### config.mk
export PLATFORM = sky130hd
export DESIGN_NAME = swd_host_engine
export DESIGN_NICKNAME = d
export VERILOG_FILES = /design/src/rtl/swd_host_pkg.sv /design/src/rtl/swd_tick_gen.sv /design/src/rtl/swd_req_builder.sv /design/src/rtl/swd_host_engine.sv
export SDC_FILE = /design/constraint.sdc
export NUM_CORES = 1
export LEC_CHECK = 0
export BUFFER_PORTS_ARGS = -buffer_cell sky130_fd_sc_hd__buf_2
export CORE_AREA = 2 2 121 123
export CTS_CLUSTER_SIZE = 40
export DETAILED_ROUTE_END_ITERATION = 10
export DIE_AREA = 0 0 123 125
export SYNTH_ARGS = -nofsm -noshare
export SYNTH_HDL_FRONTEND = slang
export SYNTH_SLANG_ARGS = --single-unit
### constraint.sdc
create_clock -name clk -period 4.8 [get_ports clk]
set_input_delay 0.48 -clock clk [delete_from_list [all_inputs] [get_ports clk]]
set_output_delay 0.48 -clock clk [all_outputs]
set_load 0.05 [all_outputs]
### src/rtl/swd_host_pkg.sv
package swd_host_pkg;

    typedef enum logic [3:0] {
        S_READY,
        S_REQ,
        S_TRN_IN,
        S_ACK,
        S_TRN_W,
        S_WDATA,
        S_RDATA,
        S_TRN_BACK,
        S_IDLE
    } swd_state_t;

    localparam logic [2:0] ACK_OK    = 3'b001;
    localparam logic [2:0] ACK_WAIT  = 3'b010;
    localparam logic [2:0] ACK_FAULT = 3'b100;

    localparam int REQ_BITS = 8;
    localparam int ACK_BITS = 3;

endpackage

### src/rtl/swd_tick_gen.sv
module swd_tick_gen #(
    parameter int DIV_W = 8
) (
    input  logic             clk,
    input  logic             rst_n,
    input  logic             en,
    input  logic [DIV_W-1:0] div,
    output logic             tick
);

    logic [DIV_W-1:0] cnt;

    always_ff @(posedge clk or negedge rst_n) begin
        if (!rst_n) begin
            cnt <= '0;
        end else if (!en || cnt == div) begin
            cnt <= '0;
        end else begin
            cnt <= cnt + 1'b1;
        end
    end

    assign tick = en && (cnt == div);

endmodule

### src/rtl/swd_req_builder.sv
module swd_req_builder
    import swd_host_pkg::*;
(
    input  logic                apndp,
    input  logic                rnw,
    input  logic [1:0]          addr,
    output logic [REQ_BITS-1:0] pkt
);

    logic par;

    assign par = ^{apndp, rnw, addr};

    // wire order: bit 0 goes out first
    assign pkt = {1'b1, 1'b0, par, addr[1], addr[0], rnw, apndp, 1'b1};

endmodule

### src/rtl/swd_host_engine.sv
module swd_host_engine
    import swd_host_pkg::*;
#(
    parameter int DIV_W      = 8,
    parameter int DATA_W     = 32,
    parameter int TRN_W      = 2,
    parameter int IDLE_SLOTS = 8
) (
    input  logic              clk,
    input  logic              rst_n,
    input  logic [DIV_W-1:0]  clk_div,
    input  logic [TRN_W-1:0]  trn_cfg,
    input  logic              ovr_detect,
    input  logic              cmd_valid,
    output logic              cmd_ready,
    input  logic              cmd_apndp,
    input  logic              cmd_rnw,
    input  logic [1:0]        cmd_addr,
    input  logic [DATA_W-1:0] cmd_wdata,
    output logic              done,
    output logic [2:0]        ack,
    output logic [DATA_W-1:0] rdata,
    output logic              rd_perr,
    output logic              swclk,
    output logic              swdio_o,
    output logic              swdio_oe,
    input  logic              swdio_i
);

    localparam int CNT_W = $clog2(DATA_W + 1 + IDLE_SLOTS + (1 << TRN_W) + REQ_BITS);
    localparam int IDX_W = $clog2(DATA_W);

    swd_state_t state, state_nx;
    logic [CNT_W-1:0] cnt, cnt_nx;

    logic                tick, rise, fall, running, accept;
    logic [REQ_BITS-1:0] req_pkt, pkt_q;
    logic                rnw_q, ovr_q;
    logic [DATA_W-1:0]   wdata_q;
    logic [TRN_W-1:0]    trn_q;
    logic                trn_end, data_end, data_go;
    logic [2:0]          ack_full;

    assign running   = (state != S_READY);
    assign cmd_ready = (state == S_READY);
    assign accept    = cmd_valid && cmd_ready;
    assign rise      = tick && !swclk;
    assign fall      = tick && swclk;
    assign trn_end   = (cnt == CNT_W'(trn_q));
    assign data_end  = (cnt == CNT_W'(DATA_W));
    assign ack_full  = {swdio_i, ack[1:0]};
    assign data_go   = (ack_full == ACK_OK) || ovr_q;

    swd_tick_gen #(.DIV_W(DIV_W)) u_tick (
        .clk   (clk),
        .rst_n (rst_n),
        .en    (running),
        .div   (clk_div),
        .tick  (tick)
    );

    swd_req_builder u_req (
        .apndp (cmd_apndp),
        .rnw   (cmd_rnw),
        .addr  (cmd_addr),
        .pkt   (req_pkt)
    );

    // next state: slots advance on the serial rising edge
    always_comb begin
        state_nx = state;
        cnt_nx   = cnt;
        if (accept) begin
            state_nx = S_REQ;
            cnt_nx   = '0;
        end else if (rise) begin
            cnt_nx = cnt + 1'b1;
            unique case (state)
                S_REQ: begin
                    if (cnt == CNT_W'(REQ_BITS - 1)) begin
                        state_nx = S_TRN_IN;
                        cnt_nx   = '0;
                    end
                end
                S_TRN_IN: begin
                    if (trn_end) begin
                        state_nx = S_ACK;
                        cnt_nx   = '0;
                    end
                end
                S_ACK: begin
                    if (cnt == CNT_W'(ACK_BITS - 1)) begin
                        cnt_nx = '0;
                        if (!data_go)   state_nx = S_TRN_BACK;
                        else if (rnw_q) state_nx = S_RDATA;
                        else            state_nx = S_TRN_W;
                    end
                end
                S_TRN_W: begin
                    if (trn_end) begin
                        state_nx = S_WDATA;
                        cnt_nx   = '0;
                    end
                end
                S_WDATA: begin
                    if (data_end) begin
                        state_nx = S_IDLE;
                        cnt_nx   = '0;
                    end
                end
                S_RDATA: begin
                    if (data_end) begin
                        state_nx = S_TRN_BACK;
                        cnt_nx   = '0;
                    end
                end
                S_TRN_BACK: begin
                    if (trn_end) begin
                        state_nx = S_IDLE;
                        cnt_nx   = '0;
                    end
                end
                S_IDLE: begin
                    if (cnt == CNT_W'(IDLE_SLOTS - 1)) begin
                        state_nx = S_READY;
                        cnt_nx   = '0;
                    end
                end
                S_READY: cnt_nx = cnt;
                default: begin
                    state_nx = S_READY;
                    cnt_nx   = '0;
                end
            endcase
        end
    end

    always_ff @(posedge clk or negedge rst_n) begin
        if (!rst_n) begin
            state <= S_READY;
            cnt   <= '0;
        end else begin
            state <= state_nx;
            cnt   <= cnt_nx;
        end
    end

    // outputs, command capture and sampling
    always_ff @(posedge clk or negedge rst_n) begin
        if (!rst_n) begin
            swclk    <= 1'b1;
            swdio_o  <= 1'b0;
            swdio_oe <= 1'b1;
            done     <= 1'b0;
            ack      <= '0;
            rdata    <= '0;
            rd_perr  <= 1'b0;
            pkt_q    <= '0;
            rnw_q    <= 1'b0;
            ovr_q    <= 1'b0;
            wdata_q  <= '0;
            trn_q    <= '0;
        end else begin
            done <= rise && (state_nx == S_IDLE) && (state != S_IDLE);
            if (accept) begin
                pkt_q   <= req_pkt;
                rnw_q   <= cmd_rnw;
                ovr_q   <= ovr_detect;
                wdata_q <= cmd_wdata;
                trn_q   <= trn_cfg;
                rd_perr <= 1'b0;
            end
            if (tick) begin
                swclk <= ~swclk;
            end
            if (fall) begin
                unique case (state)
                    S_REQ: begin
                        swdio_o  <= pkt_q[cnt[2:0]];
                        swdio_oe <= 1'b1;
                    end
                    S_WDATA: begin
                        swdio_o  <= data_end ? ^wdata_q : wdata_q[cnt[IDX_W-1:0]];
                        swdio_oe <= 1'b1;
                    end
                    S_IDLE, S_READY: begin
                        swdio_o  <= 1'b0;
                        swdio_oe <= 1'b1;
                    end
                    default: begin
                        swdio_o  <= 1'b0;
                        swdio_oe <= 1'b0;
                    end
                endcase
            end
            if (rise) begin
                if (state == S_ACK) begin
                    ack[cnt[1:0]] <= swdio_i;
                end
                if (state == S_RDATA) begin
                    if (data_end) begin
                        rd_perr <= swdio_i ^ (^rdata);
                    end else begin
                        rdata[cnt[IDX_W-1:0]] <= swdio_i;
                    end
                end
            end
        end
    end

endmodule

# Yosys cells after proc, flatten, opt, wreduce, memory -nomap -nowiden

Index checks and enable logic that the tools add are counted.

Register bits after elaboration: 101
Bits in latches: 0
Memory bits (writable): 0
Memory bits (read-only): 0
Bits of input ports: 51
Logic and storage cells: 105
Memories: 0

$add $sub $neg: 2
Multiply operators: 0
Divide/modulo/power cells: 0
$lt $le $gt $ge: 5
Equal/unequal tests: 17
Shifts and indexed selects: 0
Multiplexer cells: 38
Bitwise operators: 3
Reduce and logical (&&, ||, !) cells: 25

Operator list:

| kind                | count |
|---|---|
| $reduce_xor 32->1   | 2 |
| $mux 4              | 10 |
| $mux 6              | 6 |
| $pmux 4 s9          | 1 |
| $bwmux 32           | 1 |
| $pmux 6 s5          | 1 |
| $eq 4x3->1 const B  | 4 |
| $mux 1              | 10 |
| $add 8x1->8 const B | 1 |
| $eq 4x2->1 const B  | 2 |
| $eq 4x4->1 const B  | 2 |
| $eq 8x8->1          | 1 |
| $logic_and 1x1->1   | 8 |
| $mux 8              | 1 |
| $add 6x1->6 const B | 1 |
| $eq 6x2->1          | 1 |
| $eq 6x2->1 const B  | 1 |
| $eq 6x3->1 const B  | 1 |
| $eq 6x6->1 const B  | 1 |
| $lt 5x6->1 const B  | 1 |
| $bmux 1 s5          | 1 |
| $demux 1 s5         | 1 |
| $ge 5x1->1 const B  | 1 |
| $eq 4x1->1 const B  | 1 |
| 24 further kinds    | 30 |

# Depth between registers and ports, before layout

Depth after elaboration: 10
Mapped depth: 10

# Modules after synthesis

From an unflattened synthesis, not the netlist that was laid out.

Cells, all modules: 499
Area total of the unflattened synthesis: 5738.0 um^2

Modules (own cells, without submodules):

| module          | times used | cells an instance | area an instance (um^2) | seq. area each (um^2) |
|---|---|---|---|---|
| swd_host_engine | 1          | 440               | 5143.7                  | 2354.8 |
| swd_tick_gen    | 1          | 46                | 500.5                   | 200.2 |
| swd_req_builder | 1          | 13                | 93.8                    | 0.0 |

# Least setup slack after synthesis

OpenSTA, ideal clock, no wires.

Path type: reg2reg
From: register cnt[0]
To: register rdata[12]
Library setup time: 0.125 ns
Arrival time: 2.253 ns
Required time: 4.675 ns
Path slack: 2.422 ns
Stages on the path, launching flop included: 10
Clock period less this slack: 2.378 ns
Cell sequence: dfrtp_1 > clkbuf_1 > buf_2 > inv_1 > ha_1 > and3_1 > nor3_2 > nand2_1 > nor2_1 > mux2_2

Cells in the longest elaborated chain, start to end: 5

Ends and longest elaborated chain:

| element                                                        | line                   | text |
|---|---|---|
| start, declared                                                | swd_host_engine.sv:34  | `logic [CNT_W-1:0] cnt, cnt_nx;` |
| start signal, assigned                                         | swd_host_engine.sv:144 | `cnt <= cnt_nx;` |
| $lt 5x6->1 (implied by the code) or $ge 5x1->1 (tied branches) | swd_host_engine.sv:204 | `rdata[cnt[IDX_W-1:0]] <= swdio_i;` |
| $logic_and 1x1->1 (implied by the code)                        | swd_host_engine.sv:204 |  |
| $mux 1 (implied by the code)                                   | swd_host_engine.sv:204 |  |
| $demux 1 s5                                                    | swd_host_engine.sv:204 |  |
| $bwmux 32                                                      | swd_host_engine.sv:204 |  |
| end signal, assigned by index                                  | swd_host_engine.sv:204 |  |
| end, declared                                                  | swd_host_engine.sv:22  | `output logic [DATA_W-1:0] rdata,` |

Several ways; a longest one is shown, not always the timed one.
A chain may end at the register's enable or synchronous reset.

# Worst setup path after layout

From: register u_tick.cnt[5]
To: register rdata[20]

Cells in the longest elaborated chain, start to end: 4

Ends and longest elaborated chain:

| element                           | line                  | text |
|---|---|---|
| start, declared                   | swd_tick_gen.sv:11    | `logic [DIV_W-1:0] cnt;` |
| start signal, assigned            | swd_tick_gen.sv:19    | `cnt <= cnt + 1'b1;` |
| $eq 8x8->1                        | swd_tick_gen.sv:23    | `assign tick = en && (cnt == div);` |
| $logic_and 1x1->1                 | swd_tick_gen.sv:23    |  |
| $logic_and 1x1->1                 | swd_host_engine.sv:47 | `assign rise = tick && !swclk;` |
| $reduce_and 3->1 (no source line) | --                    |  |

No other way between the ends.

==> reports/metrics.yaml <==
timing:
  period_share_pct: 60.1
  tns_ns: 0
  setup_viol_count_final: 0
  slew_violations: 0
  rsz0062_at_grt: "no"
  worst-slew-pin-transition_ns: 0.835
  setup_ws_ns: 1.92
  slew_headroom_pct: 44.4
  skew_ns: 0.00697
  hold_viol: 0
  whs_ns: 0.101
  fmax_ghz: 0.347
  final.min_clock_period_ns: 2.88
global_route:
  grt_max_degree: 59
  grt_use_total_pct: 16.8
  antenna_found_initial: 0
  grt_pass1_vias: 3878
  grt_pass1_wl_um: 20200
  gr-total-overflow: 0
clocking:
  clock_path_buffers: 2
  post_cts_buffers: 0
  clk_latency_ns: 0.35
  ctsRootBufferMaster: "clkbuf_16"
  cts_hold_buf: 0
  cts_inserted_buffers: 9
  cts_tree: "yes"
  clk_pin_slew_ns: 0.07
  htree_levels: 3
  cts_sinks: 99
  cts_resized: 0
finish:
  fin_area_um2: 6420
  syn2layout_area_growth_pct: 16.0
  mostFrequentLayoutCell: "dfrtp_1"
  drive_above_1_share_pct: 35.5
  final_util_pct: 45.2
  layout.cells.non_filler: 765
  layout_common_cells: "97 x dfrtp_1, 90 x buf_2, 75 x mux2_2"
  diodes: 0
  finalNetCount: 632
power:
  clkPwrFrac_pct: 22.1
  comb_power_share_pct: 41.3
  p_leak_nw: 2.88
  swShare_pct: 34.1
  power_frac_seq_pct: 36.7
  cell_internal_pwr_mw: 2.32
  powerDensity_nw_per_um2: 548
  power_mw: 3.52
  p_sw_mw: 1.20
  peakVddDrop_mv: 0.368
floorplan:
  start_util_pct: 38.9
  row_count: 44
  core_area_um2: 14200
  io_pins: 92
  die_h_um: 125
  dieArea_um2: 15400
  fp.dieW_um: 123
place:
  dpl-instance-area_um2: 6100
  place_ws_ns: 1.70
  post-place-cells: 749
  place_congestion: 0.828
  numPortBuffers: 91
  dp_hpwl_um: 8650
logic_synthesis:
  ys_seq_elements: 99
  syn_avg_cell_area_um2: 11.1
  async_reset_ff_share_pct: 100
  synth_top_area_share_pct: 43.9
  syn_inst: 500
  yosysWarnings: 0
  seq_area_frac_synth_pct: 44.8
  synth_fp_nets: 556
  synth_cell_type_count: 54
  synth_area_leaders: "dfrtp_1 44%, mux2_2 15%, xnor2_1 10%"
  syn-cell-area_um2: 5530
  synthFlopType: "dfrtp_1"
  synth-edff-count: 0
  yosys.area.top_type: "dfrtp_1"
setup_path:
  ff2ff_setup_slack_ns: 1.92
  start_kind: "flop"
  crit_path_start: "u_tick.cnt[5]"
  crit_type: "reg2reg"
  endpoint_kind: "flop"
  critPathRequiredTime_ns: 5.04
  crit_arrival_ns: 3.12
  crit_fanout: 13
  reg2reg_from: "u_tick.cnt[5]"
run:
  drv_cap: 0
route:
  ant_nets: 0
  drc: 0
  met1_length_um: 5310
  routed_wl_um: 12000
  wl_met2_um: 6070
  drt_iter0_drc: 244
  wl_per_cell_um: 15.7
  wl_met3_um: 429
  num_vias: 3890
  firstDrtPassIters: 4
  top_layer: "met4"
  viasPerCell: 5.08
hold_path:
  hold_class: "in2async"
outcome:
  status: "finished clean"
-- power by group through the flow --
stage | Sequential (mW) | Clock [mW] | Combinational (mW)
6_report | 1.29 | 0.776 | 1.45
5_1_grt | 1.33 | 0.832 | 1.59
4_1_cts | 1.29 | 0.798 | 1.48
3_5_place_dp | 1.31 | 0 | 1.48
3_3_place_gp | 1.29 | 0 | 1.45
2_1_floorplan | 1.25 | 0 | 1.22
-- logic make-up (layout without fill, tap and decap cells) --
logic type / Yosys count / count (layout) / synth area share, %
simple gates: 145 / 145 / 13.0
fa+ha+maj: 5 / 5 / 1.13
buf+inv: 34 / 115 / 2.87
xor+xnor: 84 / 84 / 13.3
mux: 87 / 87 / 19.5
compound gates: 46 / 46 / 5.41
flops: 99 / 99 / 44.8
-- final timing paths --
check | to | cells after the start
hold / removal | rdata[6] | 1
min in group clk | wdata_q[12] | 2
setup reg to reg | rdata[20] | 7
max in group asynchronous | rdata[31] | 2
hold reg to reg | swdio_oe | 2
setup / recovery | rdata[20] | 7
-- routing by layer --
layer | global-route usage, % | up-vias
met5 | 0 | -
met4 | 6.42 | 0
met3 | 2.78 | 11
met2 | 28.1 | 73
met1 | 21.6 | 1921
li1 | - | 1885
-- Yosys cell counts (2+ instances only) --
| master | n |
|---|---|
| nand2b_1 | 9 |
| a21o_1 | 2 |
| nand4_1 | 3 |
| o311ai_0 | 2 |
| ha_1 | 5 |
| buf_6 | 3 |
| a22oi_1 | 2 |
| o41ai_1 | 2 |
| clkbuf_1 | 19 |
| o21ai_0 | 17 |
| inv_1 | 5 |
| o211ai_1 | 2 |
| dfstp_2 | 2 |
| dfrtp_1 | 97 |
| and3_1 | 5 |
| xor2_1 | 21 |
| mux2_2 | 75 |
| nor2_1 | 50 |
| nor3b_1 | 2 |
| nor4_1 | 4 |
| nand3_1 | 13 |
| mux2i_1 | 2 |
| xnor2_1 | 63 |
| a31oi_1 | 2 |
| nand3b_1 | 5 |
| o31ai_1 | 2 |
| nor3_1 | 5 |
| or3_1 | 2 |
| nor2b_1 | 2 |
| mux4_2 | 9 |
| a21oi_1 | 7 |
| or3b_1 | 2 |
| buf_2 | 5 |
| nand2_1 | 34 |
-- worst max-delay path, stage by stage (launching register included) --
cell and delay (ns):
dfrtp_1 0.43, xor2_1 0.16, nor4_1 0.44, nand4_1 0.50, nor3_2 0.44, nand2_1 0.26, nor2_1 0.19, mux2_2 0.34
-- registers in the layout (all words and copies together) (netlist names) --
register	count
pkt_q	6
trn_q	2
rdata	32
state	4
cnt	6
done	1
swclk	1
u_tick.cnt	8
wdata_q	32
ack	3
rd_perr	1
ovr_q	1
swdio_oe	1
swdio_o	1
-- layout make-up --
cell class	count	area (um^2)
Fill cell	1393	7790
Multi-Input combinational cell	367	2890
Sequential cell	99	2480
Timing Repair Buffer	93	473
Tap cell	184	230
Clock buffer	9	225
Clock inverter	7	91.3
Inverter	6	23.8
Power figures use the tool's default switching activity.
